`src/rtl/pair_tlb_pkg.sv`:
```
package pair_tlb_pkg;
  typedef enum logic [1:0] {
    RES_HIT     = 2'd0,
    RES_MISS    = 2'd1,
    RES_INVALID = 2'd2,
    RES_MODIFY  = 2'd3
  } tlb_res_e;
endpackage

```
`src/rtl/pair_tlb_store.sv`:
```
module pair_tlb_store #(
  parameter int N      = 16,
  parameter int ADDR_W = 32,
  parameter int ASID_W = 8,
  localparam int IDX_W = (N > 1) ? $clog2(N) : 1
) (
  input  logic                         clk,
  input  logic                         rst_n,
  input  logic                         wr_en,
  input  logic [IDX_W-1:0]             wr_idx,
  input  logic [ADDR_W-1:0]            wr_vpn,
  input  logic [ASID_W-1:0]            wr_asid,
  input  logic [ADDR_W-1:0]            wr_pmask,
  input  logic                         wr_global,
  input  logic [ADDR_W-1:0]            wr_pfn_even,
  input  logic [ADDR_W-1:0]            wr_pfn_odd,
  input  logic [1:0]                   wr_valid,
  input  logic [1:0]                   wr_dirty,
  output logic [N-1:0][ADDR_W-1:0]     st_vpn,
  output logic [N-1:0][ASID_W-1:0]     st_asid,
  output logic [N-1:0][ADDR_W-1:0]     st_pmask,
  output logic [N-1:0]                 st_glb,
  output logic [N-1:0][ADDR_W-1:0]     st_pfn0,
  output logic [N-1:0][ADDR_W-1:0]     st_pfn1,
  output logic [N-1:0][1:0]            st_valid,
  output logic [N-1:0][1:0]            st_dirty
);
  for (genvar g = 0; g < N; g++) begin : g_slot
    logic sel_w;
    assign sel_w = wr_en && (wr_idx == IDX_W'(g));
    always_ff @(posedge clk or negedge rst_n) begin
      if (!rst_n) begin
        st_vpn[g]   <= '0;
        st_asid[g]  <= '0;
        st_pmask[g] <= '0;
        st_glb[g]   <= 1'b0;
        st_pfn0[g]  <= '0;
        st_pfn1[g]  <= '0;
        st_valid[g] <= 2'b00;
        st_dirty[g] <= 2'b00;
      end else if (sel_w) begin
        st_vpn[g]   <= wr_vpn;
        st_asid[g]  <= wr_asid;
        st_pmask[g] <= wr_pmask;
        st_glb[g]   <= wr_global;
        st_pfn0[g]  <= wr_pfn_even;
        st_pfn1[g]  <= wr_pfn_odd;
        st_valid[g] <= wr_valid;
        st_dirty[g] <= wr_dirty;
      end
    end
  end
endmodule

```
`src/rtl/pair_tlb_probe.sv`:
```
module pair_tlb_probe #(
  parameter int ADDR_W    = 32,
  parameter int ASID_W    = 8,
  parameter int PAGE_BITS = 12
) (
  input  logic [ADDR_W-1:0] e_vpn,
  input  logic [ASID_W-1:0] e_asid,
  input  logic [ADDR_W-1:0] e_pmask,
  input  logic              e_glb,
  input  logic [ADDR_W-1:0] e_pfn0,
  input  logic [ADDR_W-1:0] e_pfn1,
  input  logic [1:0]        e_valid,
  input  logic [1:0]        e_dirty,
  input  logic [ADDR_W-1:0] lk_vaddr,
  input  logic [ASID_W-1:0] lk_asid,
  output logic              hit,
  output logic              sel_valid,
  output logic              sel_dirty,
  output logic [ADDR_W-1:0] pa
);
  localparam logic [ADDR_W-1:0] MIN_MASK =
    {{(ADDR_W-PAGE_BITS-1){1'b0}}, {(PAGE_BITS+1){1'b1}}};

  function automatic logic [ADDR_W-1:0] eff_mask(input logic [ADDR_W-1:0] pm);
    return pm | MIN_MASK;
  endfunction

  function automatic logic half_sel(input logic [ADDR_W-1:0] va,
                                    input logic [ADDR_W-1:0] m);
    return |(va & m & ~(m >> 1));
  endfunction

  function automatic logic [ADDR_W-1:0] frame_addr(input logic [ADDR_W-1:0] pfn,
                                                   input logic [ADDR_W-1:0] va,
                                                   input logic [ADDR_W-1:0] m);
    return pfn | (va & (m >> 1));
  endfunction

  logic [ADDR_W-1:0] mask_w;
  logic              tag_eq;
  logic              asid_ok;
  logic              odd_w;

  assign mask_w    = eff_mask(e_pmask);
  assign tag_eq    = ((lk_vaddr & ~mask_w) == (e_vpn & ~mask_w));
  assign asid_ok   = e_glb || (e_asid == lk_asid);
  assign hit       = tag_eq && asid_ok;
  assign odd_w     = half_sel(lk_vaddr, mask_w);
  assign sel_valid = odd_w ? e_valid[1] : e_valid[0];
  assign sel_dirty = odd_w ? e_dirty[1] : e_dirty[0];
  assign pa        = frame_addr(odd_w ? e_pfn1 : e_pfn0, lk_vaddr, mask_w);
endmodule

```
`src/rtl/pair_tlb_pick.sv`:
```
module pair_tlb_pick
  import pair_tlb_pkg::*;
#(
  parameter int N      = 16,
  parameter int ADDR_W = 32,
  localparam int IDX_W = (N > 1) ? $clog2(N) : 1
) (
  input  logic [N-1:0]             hit_vec,
  input  logic [N-1:0]             valid_vec,
  input  logic [N-1:0]             dirty_vec,
  input  logic [N-1:0][ADDR_W-1:0] pa_vec,
  input  logic                     lk_write,
  output logic [N-1:0]             first_hit,
  output tlb_res_e                 result,
  output logic [ADDR_W-1:0]        paddr,
  output logic                     writable
);
  logic [IDX_W-1:0] win_idx;
  logic             any_hit;

  always_comb begin
    win_idx = '0;
    any_hit = 1'b0;
    for (int i = N - 1; i >= 0; i--) begin
      if (hit_vec[i]) begin
        win_idx = IDX_W'(i);
        any_hit = 1'b1;
      end
    end
  end

  always_comb begin
    first_hit = '0;
    if (any_hit) first_hit[win_idx] = 1'b1;
  end

  always_comb begin
    result   = RES_MISS;
    paddr    = '0;
    writable = 1'b0;
    if (any_hit) begin
      if (!valid_vec[win_idx]) begin
        result = RES_INVALID;
      end else if (lk_write && !dirty_vec[win_idx]) begin
        result = RES_MODIFY;
      end else begin
        result   = RES_HIT;
        paddr    = pa_vec[win_idx];
        writable = dirty_vec[win_idx];
      end
    end
  end
endmodule

```
`src/rtl/pair_tlb.sv`:
```
module pair_tlb
  import pair_tlb_pkg::*;
#(
  parameter int N_ENTRIES = 16,
  parameter int ADDR_W    = 32,
  parameter int ASID_W    = 8,
  parameter int PAGE_BITS = 12,
  localparam int IDX_W    = (N_ENTRIES > 1) ? $clog2(N_ENTRIES) : 1
) (
  input  logic              clk,
  input  logic              rst_n,
  input  logic              wr_en,
  input  logic [IDX_W-1:0]  wr_idx,
  input  logic [ADDR_W-1:0] wr_vpn,
  input  logic [ASID_W-1:0] wr_asid,
  input  logic [ADDR_W-1:0] wr_pmask,
  input  logic              wr_global,
  input  logic [ADDR_W-1:0] wr_pfn_even,
  input  logic [ADDR_W-1:0] wr_pfn_odd,
  input  logic [1:0]        wr_valid,
  input  logic [1:0]        wr_dirty,
  input  logic [ADDR_W-1:0] lk_vaddr,
  input  logic [ASID_W-1:0] lk_asid,
  input  logic              lk_write,
  output logic [ADDR_W-1:0] lk_paddr,
  output logic              lk_writable,
  output logic [1:0]        lk_result
);
  logic [N_ENTRIES-1:0][ADDR_W-1:0] st_vpn, st_pmask, st_pfn0, st_pfn1, pa_vec;
  logic [N_ENTRIES-1:0][ASID_W-1:0] st_asid;
  logic [N_ENTRIES-1:0]             st_glb;
  logic [N_ENTRIES-1:0][1:0]        st_valid, st_dirty;
  logic [N_ENTRIES-1:0]             hit_vec, valid_vec, dirty_vec, first_hit;
  tlb_res_e                         res_w;

  pair_tlb_store #(.N(N_ENTRIES), .ADDR_W(ADDR_W), .ASID_W(ASID_W)) store_i (
    .clk(clk), .rst_n(rst_n), .wr_en(wr_en), .wr_idx(wr_idx),
    .wr_vpn(wr_vpn), .wr_asid(wr_asid), .wr_pmask(wr_pmask),
    .wr_global(wr_global), .wr_pfn_even(wr_pfn_even), .wr_pfn_odd(wr_pfn_odd),
    .wr_valid(wr_valid), .wr_dirty(wr_dirty),
    .st_vpn(st_vpn), .st_asid(st_asid), .st_pmask(st_pmask), .st_glb(st_glb),
    .st_pfn0(st_pfn0), .st_pfn1(st_pfn1), .st_valid(st_valid), .st_dirty(st_dirty)
  );

  for (genvar g = 0; g < N_ENTRIES; g++) begin : g_probe
    pair_tlb_probe #(.ADDR_W(ADDR_W), .ASID_W(ASID_W), .PAGE_BITS(PAGE_BITS)) probe_i (
      .e_vpn(st_vpn[g]), .e_asid(st_asid[g]), .e_pmask(st_pmask[g]),
      .e_glb(st_glb[g]), .e_pfn0(st_pfn0[g]), .e_pfn1(st_pfn1[g]),
      .e_valid(st_valid[g]), .e_dirty(st_dirty[g]),
      .lk_vaddr(lk_vaddr), .lk_asid(lk_asid),
      .hit(hit_vec[g]), .sel_valid(valid_vec[g]), .sel_dirty(dirty_vec[g]),
      .pa(pa_vec[g])
    );
  end

  pair_tlb_pick #(.N(N_ENTRIES), .ADDR_W(ADDR_W)) pick_i (
    .hit_vec(hit_vec), .valid_vec(valid_vec), .dirty_vec(dirty_vec),
    .pa_vec(pa_vec), .lk_write(lk_write), .first_hit(first_hit),
    .result(res_w), .paddr(lk_paddr), .writable(lk_writable)
  );

  assign lk_result = res_w;
endmodule

```
`config.mk`:
```
export PLATFORM = sky130hd
export DESIGN_NAME = pair_tlb
export DESIGN_NICKNAME = d
export VERILOG_FILES = /design/src/rtl/pair_tlb_pkg.sv /design/src/rtl/pair_tlb_store.sv /design/src/rtl/pair_tlb_probe.sv /design/src/rtl/pair_tlb_pick.sv /design/src/rtl/pair_tlb.sv
export SDC_FILE = /design/constraint.sdc
export NUM_CORES = 2
export LEC_CHECK = 0
export BUFFER_PORTS_ARGS = -buffer_cell sky130_fd_sc_hd__buf_2
export CORE_MARGIN = 3
export CORE_UTILIZATION = 25
export DETAILED_ROUTE_END_ITERATION = 16
export HOLD_SLACK_MARGIN = 0.06
export SLEW_MARGIN = 20
export SYNTH_ARGS = -nofsm -noshare
export SYNTH_HDL_FRONTEND = slang
export SYNTH_SLANG_ARGS = --single-unit
```
`constraint.sdc`:
```
create_clock -name clk -period 8.98 [get_ports clk]
set_input_delay 2.245 -clock clk [delete_from_list [all_inputs] [get_ports clk]]
set_output_delay 2.245 -clock clk [all_outputs]
set_load 0.05 [all_outputs]
```
**Yosys cells after proc, flatten, opt, wreduce, memory -nomap -nowiden**

Cells that the tools add are included.

- Flip-flop bits (word level): 2256
- Bits in latches: 0
- Memory bits (writable): 0
- ROM bits: 0
- Input port bits: 189
- Memories: 0

- $add $sub $neg: 0
- $mul: 0
- Divide/modulo/power cells: 0
- $lt $le $gt $ge: 1
- Equality and inequality tests: 47
- Shift-type cells: 0
- Multiplexer cells: 95
- Bitwise gates (word level): 128
- Reductions and logical operators: 67

Operators by type and width:

| operator | number |
|---|---|
| 32-bit bitwise AND | 64 |
| 32-bit 2-to-1 mux | 20 |
| 32-bit by 31-bit bitwise AND with 32-bit output | 16 |
| 32-bit equality test | 16 |
| 31-bit inverter with 32-bit output | 16 |
| 32-bit inverter | 16 |
| 32-bit bitwise OR | 16 |
| 32-bit OR reduction | 16 |
| 32-bit binary-select mux with 4-bit select | 1 |
| 8-bit equality test | 16 |
| 4-bit 2-to-1 mux | 16 |
| 1-bit 2-to-1 mux | 53 |
| 1-bit logical AND | 33 |
| 4-bit equality test (second input constant) | 8 |
| 4-bit by 3-bit equality test with 1-bit output (second input constant) | 4 |
| 1-bit logical OR | 16 |
| 1-bit binary-select mux with 4-bit select | 2 |
| 4-bit by 2-bit equality test with 1-bit output (second input constant) | 2 |
| 2-bit 2-to-1 mux | 3 |
| 4-bit by 5-bit < comparator with 1-bit output (second input constant) | 1 |
| 4-bit by 1-bit equality test with 1-bit output (second input constant) | 1 |
| 4-bit zero test | 1 |
| 1-bit zero test | 1 |

**Logic depth before layout (Yosys ltp)**

- Word-level depth: 27
- Gate-level depth with buffers: 18
- Gate-level depth less buffers: 11

**Cells and area by module**

From an unflattened synthesis, not the netlist that was laid out.

- Cell total of the unflattened synthesis: 8909
- Area, all modules: 108167.5 um2

Modules (own cells, without submodules):

| module | times used | cells each | area each (um2) | sequential area each (um2) |
|---|---|---|---|---|
| pair_tlb_store | 1 | 4923 | 83707.8 | 56454.1 |
| pair_tlb_probe | 16 | 180 | 1198.6 | 0.0 |
| pair_tlb_pick | 1 | 1106 | 5281.3 | 0.0 |

**Worst setup path before layout**

Ideal clock, no wire load.

- Kind: input to output
- From: in lk_vaddr[31]
- To: out lk_writable
- Data arrival time: 6.562 ns
- Data required time: 6.735 ns
- Setup slack: 0.173 ns
- Stages on the path: 13
- Buffers on the path: 2
- Path through: buf_2 -> xnor2_1 -> o22ai_1 -> or4_1 -> or4_1 -> nand2_1 -> o221ai_1 -> a21oi_1 -> buf_2 -> mux4_2 -> nand2_1 -> nand4_1 -> nor4_1

- Longest elaborated chain between the ends: 26

RTL lines:

| what | line | RTL |
|---|---|---|
| from (decl) | pair_tlb.sv:22 | `input logic [ADDR_W-1:0] lk_vaddr,` |
| 32-bit bitwise AND | pair_tlb_probe.sv:45 | `assign tag_eq = ((lk_vaddr & ~mask_w) == (e_vpn & ~mask_w));` |
| 32-bit equality test | pair_tlb_probe.sv:45 |  |
| 1-bit logical AND | pair_tlb_probe.sv:47 | `assign hit = tag_eq && asid_ok;` |
| 4-bit 2-to-1 mux (16 in a row) | pair_tlb_pick.sv:25 | `if (hit_vec[i]) begin` |
| 1-bit binary-select mux with 4-bit select | pair_tlb_pick.sv:44, pair_tlb_pick.sv:49 |  |
| 1-bit 2-to-1 mux (implied by the code) | pair_tlb_pick.sv:44, pair_tlb_pick.sv:49 |  |
| 1-bit zero test | pair_tlb_pick.sv:44 | `end else if (lk_write && !dirty_vec[win_idx]) begin` |
| 1-bit logical AND | pair_tlb_pick.sv:44 |  |
| 1-bit 2-to-1 mux | pair_tlb_pick.sv:44 |  |
| 1-bit 2-to-1 mux | pair_tlb_pick.sv:42 | `if (!valid_vec[win_idx]) begin` |
| 1-bit 2-to-1 mux (*) | pair_tlb_pick.sv:41 | `if (any_hit) begin` |
| to (decl) | pair_tlb.sv:26 | `output logic lk_writable,` |

Every way passes the cells marked *; elsewhere a longest branch is shown, timed or not. The select of a mux whose other input is x is not followed.

**Worst setup path after layout**

- From: in lk_vaddr[22]
- To: out lk_paddr[21]

- Longest elaborated chain between the ends: 26

RTL lines:

| what | line | RTL |
|---|---|---|
| 32-bit bitwise AND | pair_tlb_probe.sv:45 |  |
| 32-bit equality test | pair_tlb_probe.sv:45 |  |
| 1-bit logical AND | pair_tlb_probe.sv:47 |  |
| 4-bit 2-to-1 mux (16 in a row) | pair_tlb_pick.sv:25 |  |
| 1-bit binary-select mux with 4-bit select | pair_tlb_pick.sv:44 |  |
| 1-bit 2-to-1 mux (implied by the code) | pair_tlb_pick.sv:44 |  |
| 1-bit zero test | pair_tlb_pick.sv:44 |  |
| 1-bit logical AND | pair_tlb_pick.sv:44 |  |
| 32-bit 2-to-1 mux | pair_tlb_pick.sv:44 |  |
| 32-bit 2-to-1 mux | pair_tlb_pick.sv:42 |  |
| 32-bit 2-to-1 mux (*) | pair_tlb_pick.sv:41 |  |
| to (decl) | pair_tlb.sv:25 | `output logic [ADDR_W-1:0] lk_paddr,` |

Marks and branches as above.

==> flow_summary.json <==
{
  "wl_um": 404000,
  "cp_max_fo": 6,
  "path_clk_slew_ns": 0.06,
  "synth.yosys.seq_area_share": 0.517,
  "holdCritStartpoint": "store_i.st_pfn0[20]",
  "numPortBuffers": 197,
  "grt_max_degree": 199,
  "syn-num-nets": 7079,
  "p_comb_frac": 0.257,
  "h-tree-depth": 4,
  "synth_flop_cell": "dfrtp_1",
  "pwr-share-clk": 0.300,
  "min_period_over_period": 1.01,
  "cts_hold_buf": 0,
  "cap_violations": 0,
  "crit_slowest_cell": "or4_4",
  "crit_type": "input port to output pin",
  "power.net_switching_w": 0.00949,
  "worstPathArrival_ns": 6.79,
  "ff2ff_path_depth": 1,
  "period_minus_slack_ns": 9.04,
  "layout.nets": 7560,
  "grt_pass1_vias": 64700,
  "die_h_um": 603,
  "slew_violations": 0,
  "synthCells": 6890,
  "sw_frac_of_total": 0.338,
  "fp-row-count": 218,
  "pre_cts_ws_ns": -0.864,
  "cp-start-kind": "input port",
  "grt_pass1_wl_um": 551000,
  "hold_viol": 0,
  "dp_hpwl_um": 283000,
  "dieArea_um2": 364000,
  "grt-ovfl-total": 0,
  "grt_usage": 0.216,
  "fin_tns_setup_ns": -0.0711,
  "yosysWarnings": 0,
  "cp_common_cell": "buf_4",
  "vias": 64400,
  "rr_endpoint": "store_i.st_pmask[220]",
  "slew_headroom": 0.234,
  "violations": "setup timing",
  "fin_worst_skew_ns": 0,
  "p_int_w": 0.0186,
  "grt_setup_unrepaired": "yes",
  "irDropWorstVdd_uv": 164,
  "power-per-cell-area_nw_per_um2": 258,
  "cts_sinks": 1840,
  "first_pass_iters": 6,
  "synth_edf_count": 0,
  "areaGrowthSynthToFinish_pct": 22.0,
  "cts_tree": "built",
  "hp-class": "flop to flop",
  "synth_area_um2": 89100,
  "setup_viol_count_final": 2,
  "gp_congestion": 0.985,
  "initial_core_util": 0.252,
  "viasPerCell": 5.24,
  "synth.distinct_cells": 61,
  "p_leak_nw": 46.4,
  "syn_area_per_cell_um2": 12.9,
  "antenna_found_initial": 75,
  "pwr-share-seq": 0.443,
  "worstSetupStartpoint": "lk_vaddr[22]",
  "drt_iter0_markers": 6545,
  "routedWlPerCell_um": 32.9,
  "cts-root-buf": "clkbuf_16",
  "slowest_delay_ns": 0.61,
  "async_flop_share": 1.00,
  "die_x_um": 603,
  "clk_latency_ns": 0.90,
  "cts_made_buffers": 205,
  "clk_path_buf_depth": 4,
  "path_cells": "clkbuf_4 > buf_4 > xnor2_1 > o22ai_1 > or4_4 > or4_1 > nand2b_1 > a211oi_4 > buf_12 > or2_4 > buf_4 > buf_4 > and2_1 > a22o_1 > o31a_4 > buf_12 > a211oi_4 > buf_4 > buf_12",
  "worst_pin_slew_ns": 1.15,
  "ys_seq_elements": 1840,
  "worstHoldPathCells": 1,
  "r2r_start": "store_i.st_pmask[220]",
  "r2r_slack_ns": 7.60,
  "required_ns": 6.74,
  "antenna_left": 0,
  "hold_path_end": "store_i.st_pfn0[20]",
  "end_kind": "output pin",
  "core_um2": 354000,
  "fin_ws_ns": -0.0566,
  "outcome": "finished with violations",
  "fmax_ghz": 0.111,
  "ios": 224,
  "drc": 0,
  "drive_above_1_share": 0.467
}
[logic make-up after synthesis]
kind of cell              synth area share
buffers and inverters               0.0261
xor gates and xnor gates            0.0425
muxes                                0.312
AOI/OAI and AO/OA                   0.0675
DFF                                  0.517
and+or+nand+nor                     0.0356
[Yosys cell counts (7+ instances only)]
cell type,instances,area (um2)
o21ai_0,42,210
a41o_1,11,110
a2111oi_0,18,158
mux4_2,32,721
o22ai_1,277,1730
a32oi_1,12,105
a21oi_1,97,485
o211ai_1,88,661
buf_6,7,78.8
nand2b_1,8,50.1
or4_1,12,90.1
nand2_1,469,1760
nand4_1,21,131
mux2_2,2135,24000
xnor2_1,325,2850
a211oi_2,18,225
dfrtp_1,1840,46000
xor2_1,106,928
clkbuf_1,467,1750
a311o_1,18,180
a211oi_1,122,916
nand3_1,26,130
buf_2,71,355
mux2i_1,302,3020
a311oi_1,43,377
nor3_1,12,60.1
nor2_1,79,297
o311ai_0,58,508
nor4_1,72,450
a31oi_1,19,119
buf_1,26,97.6
inv_1,7,26.3
[per-layer routing]
layer,GRT usage,routed length [um],vias up
met5,0.00264,199,-
met4,0.109,24000,12
met3,0.0448,29500,827
met2,0.334,181000,2875
met1,0.285,170000,34400
li1,-,-,26200
[metrics by stage]
stage | hold slack (ns) | util | power [W] | area (um2) | instances
2_1_floorplan | 0.474 | - | 0.0154 | 89100 | 6890
5_1_grt | 0.508 | 0.307 | 0.0290 | 109000 | 12300
4_1_cts | 0.502 | 0.305 | 0.0280 | 108000 | 12200
6_report | 0.499 | 0.307 | 0.0281 | 109000 | 12300
3_5_place_dp | 0.488 | 0.283 | 0.0194 | 99900 | 11800
3_3_place_gp | 0.481 | 0.283 | 0.0191 | 99900 | 11800
[sequential cells by signal, summed over array words and instances (netlist names)]
register,cells
store_i.st_glb,16
store_i.st_pfn0,512
store_i.st_dirty,32
store_i.st_valid,32
store_i.st_pmask,304
store_i.st_asid,128
store_i.st_pfn1,512
store_i.st_vpn,304
[cells in the final DEF (no fill, tap or decap), drive strengths merged, types with 3 or more instances in the layout]
master	netlist	layout
clkbuf	467	296
nand4	21	21
buf	106	840
o21ai	42	42
xnor2	326	326
xor2	106	106
bufinv	0	10
nand2b	8	8
a211oi	140	140
a31oi	19	19
a21oi	97	97
nor2	80	80
nand3	26	26
a311oi	44	44
or4	13	13
o221ai	6	6
nand3b	3	3
and2	6	6
a41o	11	11
inv	7	12
clkinv	0	45
mux2i	302	302
nor4	74	74
a311o	18	18
mux4	32	32
a32oi	12	12
dfrtp	1840	1840
o22a	5	5
o311ai	58	58
mux2	2135	2135
o211ai	89	89
o22ai	277	277
diode	0	40
or3	4	4
nand2	469	469
nor3	13	13
a2111oi	19	19
[worst max-delay path, delay by kind of cell]
| kind | cells | cell delay [ns] |
|---|---|---|
| compound gates | 5 | 1.30 |
| xor+xnor | 1 | 0.20 |
| buf+inv | 8 | 1.34 |
| simple gates | 5 | 1.67 |
[worst max path at each step]
stage	endpoint	slack (ns)
after CTS	lk_paddr[21]	-0.002
after detailed placement	lk_writable	-0.86
after global placement	lk_writable	-0.83
after global routing	lk_paddr[21]	-0.15
after floorplan	lk_writable	0.17
final	lk_paddr[21]	-0.06
[power by group through the flow]
stage	Combinational [W]	Sequential, W	Clock [W]
floorplan	0.00410	0.0113	0
detailed placement	0.00690	0.0125	0
finish	0.00722	0.0124	0.00844
global placement	0.00676	0.0123	0
CTS	0.00706	0.0123	0.00858
global route	0.00756	0.0126	0.00891
[area by class of cell]
| cell class | count | area (um2) |
|---|---|---|
| fill | 35400 | 245000 |
| sequential | 1840 | 46000 |
| multi-input combinational | 4470 | 42200 |
| timing repair buffer | 847 | 7900 |
| clock buffer | 291 | 5940 |
| tap | 4730 | 5920 |
| clock inverter | 62 | 653 |
| antenna | 40 | 100 |
| inverter | 7 | 26.3 |
[what timing repair did]
action / in CTS / in global routing
endpoints found under the hold margin: 0 / 0
resized for setup: 157 / 131
setup buffers: 35 / 14
pin swaps: 49 / 47
endpoints found under the setup margin: 35 / 34
cloned: 4 / 0
Power figures use the tool's default switching activity.
